$ cat src/rtl/slot_map_pkg.sv
// Shared types for the record slot map manager.
// Assumes: request and status codes are part of the host contract.
package slot_map_pkg;

    typedef enum logic [2:0] {
        OP_LOOKUP     = 3'd0,
        OP_FIND_FREE  = 3'd1,
        OP_CLEAR      = 3'd2,
        OP_NEXT       = 3'd3,
        OP_NEXT_FIRST = 3'd4,
        OP_READ       = 3'd5,
        OP_INSERT     = 3'd6
    } map_op_e;

    typedef enum logic [1:0] {
        SCAN_MATCH,
        SCAN_FREE,
        SCAN_USED
    } scan_mode_e;

    localparam logic [7:0] ST_OK          = 8'h00;
    localparam logic [7:0] ST_NO_SPACE    = 8'h01;
    localparam logic [7:0] ST_BAD_ID      = 8'h03;
    localparam logic [7:0] ST_STORE_EMPTY = 8'h04;
    localparam logic [7:0] ST_NOT_FOUND   = 8'h05;

endpackage

$ cat src/rtl/slot_map_ram.sv
// Directory storage: one identifier per slot, one write port and one
// registered read port.
// Assumes: contents are undefined until the sequencer's clearing sweep; no
// read and write of the same address happen in the same cycle.
module slot_map_ram #(
    parameter int DEPTH = 16,
    parameter int AW    = 4,
    parameter int DW    = 64
) (
    input  logic          clk,
    input  logic          we,
    input  logic [AW-1:0] waddr,
    input  logic [DW-1:0] wdata,
    input  logic [AW-1:0] raddr,
    output logic [DW-1:0] rdata
);

    logic [DW-1:0] mem [DEPTH];

    // Store one entry when the write enable is high.
    always_ff @(posedge clk) begin
        if (we) begin
            mem[waddr] <= wdata;
        end
    end

    // Registered read: data appears the cycle after the address.
    always_ff @(posedge clk) begin
        rdata <= mem[raddr];
    end

endmodule

$ cat src/rtl/slot_map_scan.sv
// Directory scanner.
// Walks slots upward from a start index to the last index, issuing one RAM
// read per cycle and testing each returned entry against the mode:
// - match a key;
// - find an empty entry;
// - find an occupied entry.
// Match scans also stop once they have passed as many occupied entries as
// the record count captured at start.
// Reports one finish pulse with hit flag, slot and entry.
// Assumes: start is only pulsed while idle; hit_idx is 0 on a miss.
module slot_map_scan
    import slot_map_pkg::*;
#(
    parameter int ID_W = 64,
    parameter int IW   = 5,
    parameter int AW   = 4,
    parameter int LAST = 16
) (
    input  logic            clk,
    input  logic            rst_n,
    input  logic            start,
    input  scan_mode_e      mode,
    input  logic [IW-1:0]   start_idx,
    input  logic [ID_W-1:0] key,
    input  logic [IW-1:0]   count,
    output logic [AW-1:0]   rd_addr,
    input  logic [ID_W-1:0] rd_data,
    output logic            fin,
    output logic            hit,
    output logic [IW-1:0]   hit_idx,
    output logic [ID_W-1:0] hit_data
);

    localparam logic [IW-1:0] LAST_I = IW'(LAST);

    logic            busy;
    logic [IW-1:0]   ptr;
    logic [IW-1:0]   idx_q;
    logic [IW-1:0]   passed;
    logic [IW-1:0]   count_q;
    logic            vld_q;
    scan_mode_e      mode_q;
    logic [ID_W-1:0] key_q;

    logic occupied, match, hit_now, exhaust, finish, issue;

    // Evaluate the entry returned for the previous cycle's address.
    always_comb begin
        occupied = (rd_data != '0);
        unique case (mode_q)
            SCAN_MATCH: match = (rd_data == key_q);
            SCAN_FREE:  match = !occupied;
            default:    match = occupied;
        endcase
        hit_now = vld_q && match;
        exhaust = vld_q && (mode_q == SCAN_MATCH) && !match && occupied &&
                  ((passed + IW'(1)) >= count_q);
        finish  = busy && (hit_now || exhaust || (!vld_q && (ptr >= LAST_I)));
        issue   = busy && !finish && (ptr < LAST_I);
        rd_addr = ptr[AW-1:0];
    end

    // Scan pointer, pipeline tag and result registers.
    always_ff @(posedge clk) begin
        if (!rst_n) begin
            busy     <= 1'b0;
            ptr      <= '0;
            idx_q    <= '0;
            passed   <= '0;
            count_q  <= '0;
            vld_q    <= 1'b0;
            mode_q   <= SCAN_MATCH;
            key_q    <= '0;
            fin      <= 1'b0;
            hit      <= 1'b0;
            hit_idx  <= '0;
            hit_data <= '0;
        end else begin
            fin <= 1'b0;
            if (start) begin
                busy    <= 1'b1;
                ptr     <= start_idx;
                vld_q   <= 1'b0;
                passed  <= '0;
                count_q <= count;
                mode_q  <= mode;
                key_q   <= key;
            end else if (busy) begin
                vld_q <= issue;
                idx_q <= ptr;
                if (issue) begin
                    ptr <= ptr + IW'(1);
                end
                if (vld_q && occupied) begin
                    passed <= passed + IW'(1);
                end
                if (finish) begin
                    busy     <= 1'b0;
                    vld_q    <= 1'b0;
                    fin      <= 1'b1;
                    hit      <= hit_now;
                    hit_idx  <= hit_now ? idx_q : '0;
                    hit_data <= rd_data;
                end
            end
        end
    end

endmodule

$ cat src/rtl/slot_map_seq.sv
// Request sequencer.
// Clears the directory after reset, decodes each request, and chains the
// scans a request needs. It also:
// - writes directory updates;
// - keeps the record count and the iteration cursor;
// - produces the one-cycle response.
// Assumes: one request in flight; the scanner reports exactly one finish
// per start.
module slot_map_seq
    import slot_map_pkg::*;
#(
    parameter int ID_W     = 64,
    parameter int IW       = 5,
    parameter int AW       = 4,
    parameter int SLOT_CNT = 16,
    parameter int FIRST    = 1
) (
    input  logic            clk,
    input  logic            rst_n,
    input  logic            req_valid,
    input  logic [2:0]      req_op,
    input  logic [ID_W-1:0] req_id,
    output logic            ready,
    output logic            done,
    output logic [IW-1:0]   rsp_idx,
    output logic [ID_W-1:0] rsp_id,
    output logic [7:0]      rsp_status,
    output logic [IW-1:0]   count,
    output logic            scan_start,
    output scan_mode_e      scan_mode,
    output logic [IW-1:0]   scan_from,
    output logic [ID_W-1:0] scan_key,
    input  logic            scan_fin,
    input  logic            scan_hit,
    input  logic [IW-1:0]   scan_idx,
    input  logic [ID_W-1:0] scan_data,
    output logic            wr_en,
    output logic [AW-1:0]   wr_addr,
    output logic [ID_W-1:0] wr_data
);

    localparam logic [IW-1:0] FIRST_I   = IW'(FIRST);
    localparam logic [AW-1:0] LAST_ADDR = AW'(SLOT_CNT - 1);
    localparam logic [ID_W-1:0] ONES    = '1;

    typedef enum logic [3:0] {
        S_INIT, S_IDLE, S_LOOK, S_FREE, S_CLR, S_NEXT,
        S_RD_FIRST, S_RD_LOOK, S_RD_MISS, S_INS_LOOK, S_INS_NEW
    } seq_state_e;

    seq_state_e      state, state_n;
    logic [AW-1:0]   init_ptr;
    logic [IW-1:0]   cursor;
    logic [ID_W-1:0] key_q;

    logic            rsp_en, go, cur_en, cnt_inc, cnt_dec, wr_n, key_ld;
    logic [IW-1:0]   rsp_idx_n, go_from, cur_n;
    logic [ID_W-1:0] rsp_id_n, wr_data_n;
    logic [7:0]      rsp_st_n;
    logic [AW-1:0]   wr_addr_n;
    scan_mode_e      go_mode;
    logic            id_ok;

    assign ready    = (state == S_IDLE) && !done;
    assign scan_key = key_q;
    assign id_ok    = (req_id != '0) && (req_id != ONES);

    // Next-state, response and side-effect decisions.
    always_comb begin
        state_n   = state;
        rsp_en    = 1'b0;
        rsp_idx_n = '0;
        rsp_id_n  = key_q;
        rsp_st_n  = ST_OK;
        go        = 1'b0;
        go_mode   = SCAN_MATCH;
        go_from   = FIRST_I;
        cur_en    = 1'b0;
        cur_n     = FIRST_I;
        cnt_inc   = 1'b0;
        cnt_dec   = 1'b0;
        wr_n      = 1'b0;
        wr_addr_n = '0;
        wr_data_n = '0;
        key_ld    = 1'b0;
        unique case (state)
            S_INIT: begin
                wr_n      = 1'b1;
                wr_addr_n = init_ptr;
                if (init_ptr == LAST_ADDR) state_n = S_IDLE;
            end
            S_IDLE: begin
                rsp_id_n = req_id;
                if (ready && req_valid) begin
                    key_ld = 1'b1;
                    case (map_op_e'(req_op))
                        OP_LOOKUP: begin
                            if (req_id == '0 || count == '0) begin
                                rsp_en   = 1'b1;
                                rsp_st_n = ST_NOT_FOUND;
                            end else begin
                                go = 1'b1; state_n = S_LOOK;
                            end
                        end
                        OP_FIND_FREE: begin
                            go = 1'b1; go_mode = SCAN_FREE; state_n = S_FREE;
                        end
                        OP_CLEAR: begin
                            if (!id_ok) begin
                                rsp_en = 1'b1; rsp_st_n = ST_BAD_ID;
                            end else if (count == '0) begin
                                rsp_en = 1'b1; rsp_st_n = ST_NOT_FOUND;
                            end else begin
                                go = 1'b1; state_n = S_CLR;
                            end
                        end
                        OP_NEXT, OP_NEXT_FIRST: begin
                            if (count == '0) begin
                                rsp_en   = 1'b1;
                                rsp_id_n = ONES;
                                cur_en   = 1'b1;
                            end else begin
                                go      = 1'b1;
                                go_mode = SCAN_USED;
                                go_from = (map_op_e'(req_op) == OP_NEXT_FIRST) ? FIRST_I : cursor;
                                state_n = S_NEXT;
                            end
                        end
                        OP_READ: begin
                            if (count == '0) begin
                                rsp_en = 1'b1; rsp_st_n = ST_STORE_EMPTY;
                            end else if (req_id == '0) begin
                                go = 1'b1; go_mode = SCAN_USED; state_n = S_RD_FIRST;
                            end else if (req_id == ONES) begin
                                rsp_en = 1'b1; rsp_st_n = ST_BAD_ID;
                            end else begin
                                go = 1'b1; state_n = S_RD_LOOK;
                            end
                        end
                        OP_INSERT: begin
                            if (!id_ok) begin
                                rsp_en = 1'b1; rsp_st_n = ST_BAD_ID;
                            end else if (count == '0) begin
                                go = 1'b1; go_mode = SCAN_FREE; state_n = S_INS_NEW;
                            end else begin
                                go = 1'b1; state_n = S_INS_LOOK;
                            end
                        end
                        default: begin
                            rsp_en = 1'b1; rsp_st_n = ST_BAD_ID;
                        end
                    endcase
                end
            end
            S_LOOK: if (scan_fin) begin
                rsp_en = 1'b1; state_n = S_IDLE;
                rsp_idx_n = scan_idx;
                rsp_st_n  = scan_hit ? ST_OK : ST_NOT_FOUND;
            end
            S_FREE: if (scan_fin) begin
                rsp_en = 1'b1; state_n = S_IDLE;
                rsp_idx_n = scan_idx;
                rsp_id_n  = '0;
                rsp_st_n  = scan_hit ? ST_OK : ST_NO_SPACE;
            end
            S_CLR: if (scan_fin) begin
                rsp_en = 1'b1; state_n = S_IDLE;
                rsp_idx_n = scan_idx;
                rsp_st_n  = scan_hit ? ST_OK : ST_NOT_FOUND;
                wr_n      = scan_hit;
                wr_addr_n = scan_idx[AW-1:0];
                cnt_dec   = scan_hit;
            end
            S_NEXT, S_RD_FIRST, S_RD_MISS: if (scan_fin) begin
                rsp_en = 1'b1; state_n = S_IDLE;
                cur_en = 1'b1;
                cur_n  = scan_hit ? scan_idx + IW'(1) : FIRST_I;
                rsp_id_n  = scan_hit ? scan_data : ONES;
                rsp_idx_n = (state == S_RD_MISS) ? '0 : scan_idx;
                if (state == S_RD_MISS)       rsp_st_n = ST_NOT_FOUND;
                else if (state == S_RD_FIRST) rsp_st_n = scan_hit ? ST_OK : ST_BAD_ID;
            end
            S_RD_LOOK: if (scan_fin) begin
                if (scan_hit) begin
                    rsp_en = 1'b1; state_n = S_IDLE;
                    rsp_idx_n = scan_idx;
                end else begin
                    go = 1'b1; go_mode = SCAN_USED; state_n = S_RD_MISS;
                end
            end
            S_INS_LOOK: if (scan_fin) begin
                if (scan_hit) begin
                    rsp_en = 1'b1; state_n = S_IDLE;
                    rsp_idx_n = scan_idx;
                    wr_n      = 1'b1;
                    wr_addr_n = scan_idx[AW-1:0];
                    wr_data_n = key_q;
                end else begin
                    go = 1'b1; go_mode = SCAN_FREE; state_n = S_INS_NEW;
                end
            end
            S_INS_NEW: if (scan_fin) begin
                rsp_en = 1'b1; state_n = S_IDLE;
                rsp_idx_n = scan_idx;
                rsp_st_n  = scan_hit ? ST_OK : ST_NO_SPACE;
                wr_n      = scan_hit;
                wr_addr_n = scan_idx[AW-1:0];
                wr_data_n = key_q;
                cnt_inc   = scan_hit;
            end
            default: state_n = S_IDLE;
        endcase
    end

    // State, counters, cursor and registered outputs.
    always_ff @(posedge clk) begin
        if (!rst_n) begin
            state      <= S_INIT;
            init_ptr   <= '0;
            cursor     <= FIRST_I;
            count      <= '0;
            key_q      <= '0;
            done       <= 1'b0;
            rsp_idx    <= '0;
            rsp_id     <= '0;
            rsp_status <= ST_OK;
            scan_start <= 1'b0;
            scan_mode  <= SCAN_MATCH;
            scan_from  <= FIRST_I;
            wr_en      <= 1'b0;
            wr_addr    <= '0;
            wr_data    <= '0;
        end else begin
            state      <= state_n;
            done       <= rsp_en;
            scan_start <= go;
            wr_en      <= wr_n;
            wr_addr    <= wr_addr_n;
            wr_data    <= wr_data_n;
            if (state == S_INIT) init_ptr <= init_ptr + AW'(1);
            if (key_ld) key_q <= req_id;
            if (rsp_en) begin
                rsp_idx    <= rsp_idx_n;
                rsp_id     <= rsp_id_n;
                rsp_status <= rsp_st_n;
            end
            if (go) begin
                scan_mode <= go_mode;
                scan_from <= go_from;
            end
            if (cur_en) cursor <= cur_n;
            if (cnt_inc)      count <= count + IW'(1);
            else if (cnt_dec) count <= count - IW'(1);
        end
    end

endmodule

$ cat src/rtl/slot_map_mgr.sv
// Record slot map manager top.
// Geometry comes from byte sizes:
// - usable slots start at the header size over the slot size, rounded up;
// - usable slots end before the store size over the slot size.
// Assumes: STORE_BYTES is a multiple of SLOT_BYTES and leaves at least one
// usable slot.
module slot_map_mgr
    import slot_map_pkg::*;
#(
    parameter int ID_W        = 64,
    parameter int STORE_BYTES = 65536,
    parameter int SLOT_BYTES  = 4096,
    parameter int HDR_BYTES   = 4096,
    localparam int SLOT_CNT   = STORE_BYTES / SLOT_BYTES,
    localparam int FIRST_SLOT = (HDR_BYTES + SLOT_BYTES - 1) / SLOT_BYTES,
    localparam int IW         = $clog2(SLOT_CNT + 1),
    localparam int AW         = $clog2(SLOT_CNT)
) (
    input  logic            clk,
    input  logic            rst_n,
    input  logic            req_valid,
    input  logic [2:0]      req_op,
    input  logic [ID_W-1:0] req_id,
    output logic            req_ready,
    output logic            rsp_done,
    output logic [IW-1:0]   rsp_idx,
    output logic [ID_W-1:0] rsp_id,
    output logic [7:0]      rsp_status,
    output logic [IW-1:0]   rec_count
);

    logic            scan_start, scan_fin, scan_hit, wr_en;
    scan_mode_e      scan_mode;
    logic [IW-1:0]   scan_from, scan_idx;
    logic [ID_W-1:0] scan_key, scan_data, wr_data, rd_data;
    logic [AW-1:0]   wr_addr, rd_addr;

    slot_map_ram #(.DEPTH(SLOT_CNT), .AW(AW), .DW(ID_W)) i_ram (
        .clk(clk), .we(wr_en), .waddr(wr_addr), .wdata(wr_data),
        .raddr(rd_addr), .rdata(rd_data)
    );

    slot_map_scan #(.ID_W(ID_W), .IW(IW), .AW(AW), .LAST(SLOT_CNT)) i_scan (
        .clk(clk), .rst_n(rst_n), .start(scan_start), .mode(scan_mode),
        .start_idx(scan_from), .key(scan_key), .count(rec_count),
        .rd_addr(rd_addr), .rd_data(rd_data), .fin(scan_fin), .hit(scan_hit),
        .hit_idx(scan_idx), .hit_data(scan_data)
    );

    slot_map_seq #(.ID_W(ID_W), .IW(IW), .AW(AW), .SLOT_CNT(SLOT_CNT),
                   .FIRST(FIRST_SLOT)) i_seq (
        .clk(clk), .rst_n(rst_n), .req_valid(req_valid), .req_op(req_op),
        .req_id(req_id), .ready(req_ready), .done(rsp_done), .rsp_idx(rsp_idx),
        .rsp_id(rsp_id), .rsp_status(rsp_status), .count(rec_count),
        .scan_start(scan_start), .scan_mode(scan_mode), .scan_from(scan_from),
        .scan_key(scan_key), .scan_fin(scan_fin), .scan_hit(scan_hit),
        .scan_idx(scan_idx), .scan_data(scan_data), .wr_en(wr_en),
        .wr_addr(wr_addr), .wr_data(wr_data)
    );

endmodule

$ cat config.mk
export PLATFORM = sky130hd
export DESIGN_NAME = slot_map_mgr
export DESIGN_NICKNAME = d
export VERILOG_FILES = /design/src/rtl/slot_map_pkg.sv /design/src/rtl/slot_map_ram.sv /design/src/rtl/slot_map_scan.sv /design/src/rtl/slot_map_seq.sv /design/src/rtl/slot_map_mgr.sv
export SDC_FILE = /design/constraint.sdc
export NUM_CORES = 2
export LEC_CHECK = 0
export BUFFER_PORTS_ARGS = -buffer_cell sky130_fd_sc_hd__buf_4
export CAP_MARGIN = 25
export CORE_MARGIN = 3
export CORE_UTILIZATION = 44
export DETAILED_ROUTE_END_ITERATION = 8
export HOLD_SLACK_MARGIN = 0.03
export SLEW_MARGIN = 20
export SYNTH_ARGS = -nofsm -noshare
export SYNTH_HDL_FRONTEND = slang
export SYNTH_HIERARCHICAL = 1
export SYNTH_SLANG_ARGS = --single-unit
$ cat constraint.sdc
create_clock -name clk -period 7.9 [get_ports clk]
set_input_delay 0.79 -clock clk [delete_from_list [all_inputs] [get_ports clk]]
set_output_delay 0.79 -clock clk [all_outputs]
set_load 0.01 [all_outputs]
== Word-level counts from Yosys, hierarchy flattened ==
Memory sizes are Yosys's and may differ from the RTL's. A register that Yosys moved wholly into a read port is not among the register bits.
Index checks and enable logic that the tools add are counted.
Storage, ports and cells
  output and inout bits: 84
  memories kept: 1
  register bits after elaboration: 396
  memory bits (read-only): 0
  RAM bits: 1024
  bits in latches: 0
  bits of input ports: 70
Cells by class
  shift operators: 0
  div/mod/pow operators: 0
  muxes and demuxes: 125
  reduce and logical (&&, ||, !) cells: 47
  multiply operators: 0
  bitwise logic cells: 3
  order comparisons: 3
  equal/unequal tests: 34
  add/sub/neg operators: 6
Memories
  i_ram.mem: words 16, bits a word 64, rd ports 1, clocked after Yosys merged registers in 1, wr ports 1, line slot_map_ram.sv:18  | logic [DW-1:0] mem [DEPTH];
Operators by type and width (count)
  $mux W64: 9
  $pmux W64 S3: 1
  $pmux W64 S2: 1
  $reduce_bool A64 Y1: 2
  $mux W5: 19
  $mux W4: 18
  $mux W8: 9
  $eq A64 B64 Y1: 1
  $eq A64 B64 Y1 const B: 1
  $logic_not A64 Y1: 1
  $ne A64 B64 Y1 const B: 1
  $pmux W8 S5: 1
  $mux W1: 38
  $pmux W8 S4: 1
  $mux W2: 12
  $pmux W4 S6: 1
  $add A5 B1 Y5 const B: 4
  $pmux W4 S5: 1
  $eq A4 B3 Y1 const B: 4
  $eq A4 B4 Y1 const B: 4
  $pmux W5 S3: 1
  $logic_and A1 B1 Y1: 13
  $reduce_and A13 Y1: 1
  $ne A3 B3 Y1 const B: 4
  other kinds (37): 70

== Longest topological paths before layout ==
  depth after elaboration: 16
  depth in mapped cells: 13

== Cells and area by module ==
The synthesis kept the hierarchy.
By module, submodules not included
  slot_map_ram: sequential area each 32030.7 um2, area an instance 39581.7 um2, cells an instance 1647, times used 1
  slot_map_seq: sequential area each 4644.5 um2, area an instance 10639.0 um2, cells an instance 1348, times used 1
  slot_map_scan: sequential area each 3183.1 um2, area an instance 7155.6 um2, cells an instance 686, times used 1

== Worst setup path before layout ==
Ideal clock, no wire load.
  kind: register to register
  start point: register i_seq.wr_en
  end point: memory i_ram.mem[0][0], enable pin
  setup time: 565 ps
  buffers on the path: 0
  slack: 2149 ps
  arrival: 5187 ps
  stages on the path, launching flop included: 3
  cell sequence: dfxtp_1 -> or3b_2 -> nor3_1
On the way
  longest elaborated chain between the ends: 2
Ends and longest elaborated chain
  start: declaration: line slot_map_seq.sv:37  | output logic wr_en,
  start signal: assignment: line slot_map_seq.sv:237  | wr_en <= wr_n;
  $mux W1: line slot_map_ram.sv:22  | if (we) begin
  $mux W1 (implied by the code): line slot_map_ram.sv:23  | mem[waddr] <= wdata;
  end: declaration: line slot_map_ram.sv:18
Every way passes these cells.

== Worst setup path in the final report ==
  start point: register i_seq.state[0]
  end point: register i_seq.rsp_id[59]
On the way
  longest elaborated chain between the ends: 5
  elaborated cells on any way between the ends: 19
  classes of those cells: 10 x eq/ne; 4 x mux; 5 x reduce/logical
Ends and longest elaborated chain
  start: declaration: line slot_map_seq.sv:51  | seq_state_e state, state_n;
  start signal: assignment: line slot_map_seq.sv:234  | state <= state_n;
  $eq A4 B1 Y1: line slot_map_seq.sv:64, slot_map_seq.sv:86
  $logic_and A1 B1 Y1: line slot_map_seq.sv:64  | assign ready = (state == S_IDLE) && !done;
  $logic_and A1 B1 Y1: line slot_map_seq.sv:94  | if (ready && req_valid) begin
  $mux W64 or $mux W1 (tied branches): line slot_map_seq.sv:94
  $pmux W64 S3 or $pmux W1 S3 (tied branches): line slot_map_seq.sv:86  | unique case (state)
  end signal: assignment: line slot_map_seq.sv:244  | rsp_id <= rsp_id_n;
  end: declaration: line slot_map_seq.sv:26  | output logic [ID_W-1:0] rsp_id,
Several ways; a longest one is shown, not always the timed one.
A chain may end at the register's enable or synchronous reset.

==> flow_summary.html <==
<table>
<tr><th>Metric</th><th>Value</th></tr>
<tr><th colspan="2">Run status</th></tr>
<tr><td>Result of the run</td><td>finished clean</td></tr>
<tr><th colspan="2">Worst setup path</th></tr>
<tr><td>Setup CP Type</td><td>flip-flop to flip-flop</td></tr>
<tr><td>RR Endpoint</td><td>i_seq/rsp_id[59]</td></tr>
<tr><td>Crit path max fanout</td><td>68</td></tr>
<tr><td>Data required time at the worst endpoint</td><td>8.60 ns</td></tr>
<tr><td>Type of element capturing the critical path</td><td>flip-flop</td></tr>
<tr><td>Crit path cell chain</td><td>nor4b_4, buf_4, and3b_2, and2_2, buf_4, o21ai_0, o211ai_1, nand2_1, o21ai_1</td></tr>
<tr><td>Critical Path End</td><td>i_seq/rsp_id[59]</td></tr>
<tr><td>Reg2reg setup slack</td><td>3.53 ns</td></tr>
<tr><td>Worst path slowest cell</td><td>dfxtp_1</td></tr>
<tr><td>FF-to-FF Start</td><td>i_seq/state[0]</td></tr>
<tr><td>Arrival time at the worst endpoint</td><td>5.07 ns</td></tr>
<tr><td>Worst reg2reg path depth</td><td>9</td></tr>
<tr><td>Start point of the critical path</td><td>i_seq/state[0]</td></tr>
<tr><td>Cell with the most instances on the worst path</td><td>buf_4</td></tr>
<tr><td>Critical Path Max Stage Delay</td><td>0.80 ns</td></tr>
<tr><td>Startpoint type of the worst setup path</td><td>flip-flop</td></tr>
<tr><th colspan="2">CTS</th></tr>
<tr><td>Clock Root Buffer</td><td>clkbuf_16</td></tr>
<tr><td>Clock tree buffer depth</td><td>3</td></tr>
<tr><td>Number of buffers inserted for hold repair after clock tree synthesis</td><td>0</td></tr>
<tr><td>Clock Latency Late Sink</td><td>0.77 ns</td></tr>
<tr><td>Number of clock sinks seen by CTS</td><td>~1500</td></tr>
<tr><td>Clock input transition at the sequential cells of the worst setup and hold paths</td><td>~0.06 ns</td></tr>
<tr><td>Num CTS Buffers</td><td>149</td></tr>
<tr><td>CTS tree</td><td>built</td></tr>
<tr><td>H-Tree Depth</td><td>4</td></tr>
<tr><td>Number of setup buffers added after CTS</td><td>0</td></tr>
<tr><td>Post-CTS Resized</td><td>0</td></tr>
<tr><th colspan="2">Timing</th></tr>
<tr><td>RSZ-0062 raised after global routing</td><td>false</td></tr>
<tr><td>Pins Over Slew Limit</td><td>0</td></tr>
<tr><td>Final critical delay including setup and external delays</td><td>4.37 ns</td></tr>
<tr><td>Part of the cycle the worst path needs</td><td>55.3%</td></tr>
<tr><td>Tightest Pin Transition</td><td>1.10 ns</td></tr>
<tr><td>Finish-stage setup viols</td><td>0</td></tr>
<tr><td>Total Negative Setup Slacks</td><td>0 ns</td></tr>
<tr><td>Relative slew slack</td><td>26.1%</td></tr>
<tr><td>Smallest hold slack</td><td>about 0.29 ns</td></tr>
<tr><td>Final hold vios</td><td>0</td></tr>
<tr><td>Highest clock rate</td><td>229 MHz</td></tr>
<tr><td>Clock skew</td><td>0.0284 ns</td></tr>
<tr><th colspan="2">Layout</th></tr>
<tr><td>Share of layout cells above drive strength 1</td><td>18.4%</td></tr>
<tr><td>Number of nets at the end of the flow</td><td>3885</td></tr>
<tr><td>Fill count</td><td>about 11000</td></tr>
<tr><td>Area growth from synthesis to layout</td><td>13.3%</td></tr>
<tr><td>Most frequent cells in the layout</td><td>edfxtp_1 (1024), dfxtp_1 (451), nand2_1 (300)</td></tr>
<tr><td>Final instance area</td><td>65000 um2</td></tr>
<tr><td>Commonest non-fill, non-tap cell in the layout</td><td>edfxtp_1</td></tr>
<tr><td>Final cell count without fillers</td><td>5658</td></tr>
<tr><td>Final core area utilization</td><td>between 50 and 60%</td></tr>
<tr><th colspan="2">Die</th></tr>
<tr><td>Overall die width</td><td>367 um</td></tr>
<tr><td>Number of core rows</td><td>131</td></tr>
<tr><td>Die area</td><td>roughly 130000 um2</td></tr>
<tr><td>Die H</td><td>367 um</td></tr>
<tr><td>Area of the placeable core</td><td>129000 um2</td></tr>
<tr><td>Boundary Pins</td><td>154</td></tr>
<tr><td>Effective utilization at floorplan</td><td>44.6%</td></tr>
<tr><th colspan="2">Synth</th></tr>
<tr><td>Synth async-reset ratio</td><td>0%</td></tr>
<tr><td>Number of warnings reported in the yosys synthesis log</td><td>6</td></tr>
<tr><td>Synthesized instance count</td><td>3681</td></tr>
<tr><td>Post-synthesis area per instance</td><td>roughly 16 um2</td></tr>
<tr><td>Number of storage elements in the synthesis netlist</td><td>1479</td></tr>
<tr><td>Netlist area before placement</td><td>57400 um2</td></tr>
<tr><td>Number of enable flip-flop cells after synthesis</td><td>1024</td></tr>
<tr><td>Dominant register cell in the synthesized netlist</td><td>edfxtp_1</td></tr>
<tr><td>Unique masters post-synth</td><td>74</td></tr>
<tr><td>Seq/Total Area, Yosys</td><td>69.5%</td></tr>
<tr><th colspan="2">Place</th></tr>
<tr><td>Weighted congestion at the end of routability-driven global placement</td><td>0.894</td></tr>
<tr><td>Area post-placement</td><td>60300 um2</td></tr>
<tr><td>Number of instances in the placed design</td><td>5380</td></tr>
<tr><td>Detailed-placement wirelength estimate</td><td>between 90000 and 100000 um</td></tr>
<tr><td>Number of port buffers</td><td>between 100 and 150</td></tr>
<tr><th colspan="2">Pwr</th></tr>
<tr><td>Power per Cell Area</td><td>273 nW/um2</td></tr>
<tr><td>Sequential cell fraction of total power</td><td>51.0%</td></tr>
<tr><td>Leakage power of the design</td><td>0.0184 uW</td></tr>
<tr><td>Net switching power</td><td>about 4600 uW</td></tr>
<tr><td>Switching share of power</td><td>25.7%</td></tr>
<tr><td>Clock power share</td><td>roughly two fifths</td></tr>
<tr><td>Worst IR Drop VDD</td><td>0.000217 V</td></tr>
<tr><td>Total internal power</td><td>approximately 13000 uW</td></tr>
<tr><td>Combinational group share of total power</td><td>10.5%</td></tr>
<tr><th colspan="2">Detailed routing</th></tr>
<tr><td>Number of DRC markers after the initial detailed-route iteration</td><td>4194</td></tr>
<tr><td>Via total after detailed routing</td><td>33300</td></tr>
<tr><td>Number of nets with antenna violations after detailed routing</td><td>0</td></tr>
<tr><td>Total length of routed wires</td><td>around 160000 um</td></tr>
<tr><td>Number of remaining DRC errors</td><td>0</td></tr>
<tr><td>Initial DRT Pass Iterations</td><td>6</td></tr>
<tr><td>Routed length per instance</td><td>27.9 um</td></tr>
<tr><td>Via/cell ratio</td><td>5.88</td></tr>
<tr><th colspan="2">GRT</th></tr>
<tr><td>Overflow after GRT</td><td>0</td></tr>
<tr><td>Antenna violations before repair</td><td>14</td></tr>
<tr><td>First-pass GRT wire length</td><td>about 230000 um</td></tr>
<tr><td>Largest net degree at the start of global routing</td><td>149</td></tr>
<tr><td>Total Routing Usage GR</td><td>23.2%</td></tr>
<tr><td>Number of global-route vias before repair</td><td>32400</td></tr>
<tr><th colspan="2">Run</th></tr>
<tr><td>Max Cap Viol</td><td>0</td></tr>
<tr><th colspan="2">Hold path</th></tr>
<tr><td>Hold crit path type</td><td>primary input to flip-flop</td></tr>
<tr><td>Critical hold path startpoint</td><td>req_id[60]</td></tr>
</table>
[logic make-up (layout without fill, tap and decap cells)]
logic type | count (synthesis) | in the layout | share of synthesized area [%]
flops | 1479 | 1479 | 69.5
simple gates | 923 | 923 | 8.40
compound gates | 515 | 515 | 5.80
mux | 402 | 402 | 12.6
buf+inv | 275 | 515 | 2.31
xor+xnor | 73 | 73 | 1.11
fa+ha+maj | 13 | 13 | 0.297
other cells | 1 | 9 | 0.00654
[state kept, by name, summed over array words and instances (netlist names), 64 cells and up]
signal / count
i_seq/scan_key: 64
i_scan/hit_data: 64
i_ram/rdata: 64
i_ram/mem: 1024
i_scan/key_q: 64
i_seq/rsp_id: 64
i_seq/wr_data: 64
[how the worst min path moves through the flow]
stage,endpoint,slack (ns),cells past startpoint
after floorplan,i_seq/scan_from[0],0.44,2
after global placement,i_seq/rsp_id[52],0.45,2
after detailed placement,i_seq/rsp_id[25],0.45,2
after CTS,i_seq/scan_key[60],0.24,3
after global routing,i_seq/scan_key[35],0.26,3
final,i_seq/scan_key[60],0.29,3
[layout make-up]
class / instances / area (um2) / share of cell area [%]
tap: 1729 / 2160 / 3.33
multi-input combinational: 1931 / 16400 / 25.2
clock inverter: 52 / 449 / 0.691
clock buffer: 222 / 4260 / 6.55
inverter: 27 / 103 / 0.158
timing repair buffer: 214 / 1750 / 2.70
antenna: 4 / 10.0 / 0.0154
sequential: 1479 / 39900 / 61.3
[power by group through the flow]
stage	clock network [uW]	registers, uW	logic (uW)
after floorplan	0	8990	1190
after global placement	0	9190	1850
after detailed placement	0	9200	1850
after CTS	6950	9040	1860
after global routing	7290	9080	1990
final	6830	9050	1870
[cells in the mapped netlist (69+ instances only)]
cell type  number  area, um2
edfxtp_1     1024      30700
dfxtp_1       455       9110
a22oi_1       139       1040
and2_1         69        432
o21ai_0       103        515
nand3_1        80        400
clkbuf_1      148        556
a21oi_1        89        445
nand2_1       300       1130
nand4_1        96        601
nor2b_1       213       1330
mux2i_1       145       1450
mux4_2        256       5770
[layer usage]
| layer | part of all wire, % | GRT usage [%] | wire [um] | vias to the layer above |
|---|---|---|---|---|
| li1 | - | - | - | 14400 |
| met1 | 43 | 34.0 | 68600 | 17300 |
| met2 | 47 | 35.9 | 73400 | 1348 |
| met3 | 7.4 | 4.05 | 11800 | 210 |
| met4 | 2.5 | 6.53 | 3970 | 2 |
| met5 | 0.0082 | 0 | 13 | - |
[critical path: cells and delay by family (launching register included)]
family                 cells  cell delay (ns)
AND/OR/NAND/NOR            4             1.53
buffers and inverters      2             1.28
flip-flops                 1             0.80
AO/OA/AOI/OAI              3             0.49
[stage by stage]
| step | setup slack, ns | total power (uW) |
|---|---|---|
| finish | 3.53 | 17800 |
| detailed placement | 3.76 | 11100 |
| global route | 3.41 | 18300 |
| global placement | 3.76 | 11000 |
| floorplan | 2.15 | 10200 |
| CTS | 3.73 | 17900 |
Note: power is estimated with default switching activity, not from simulation.
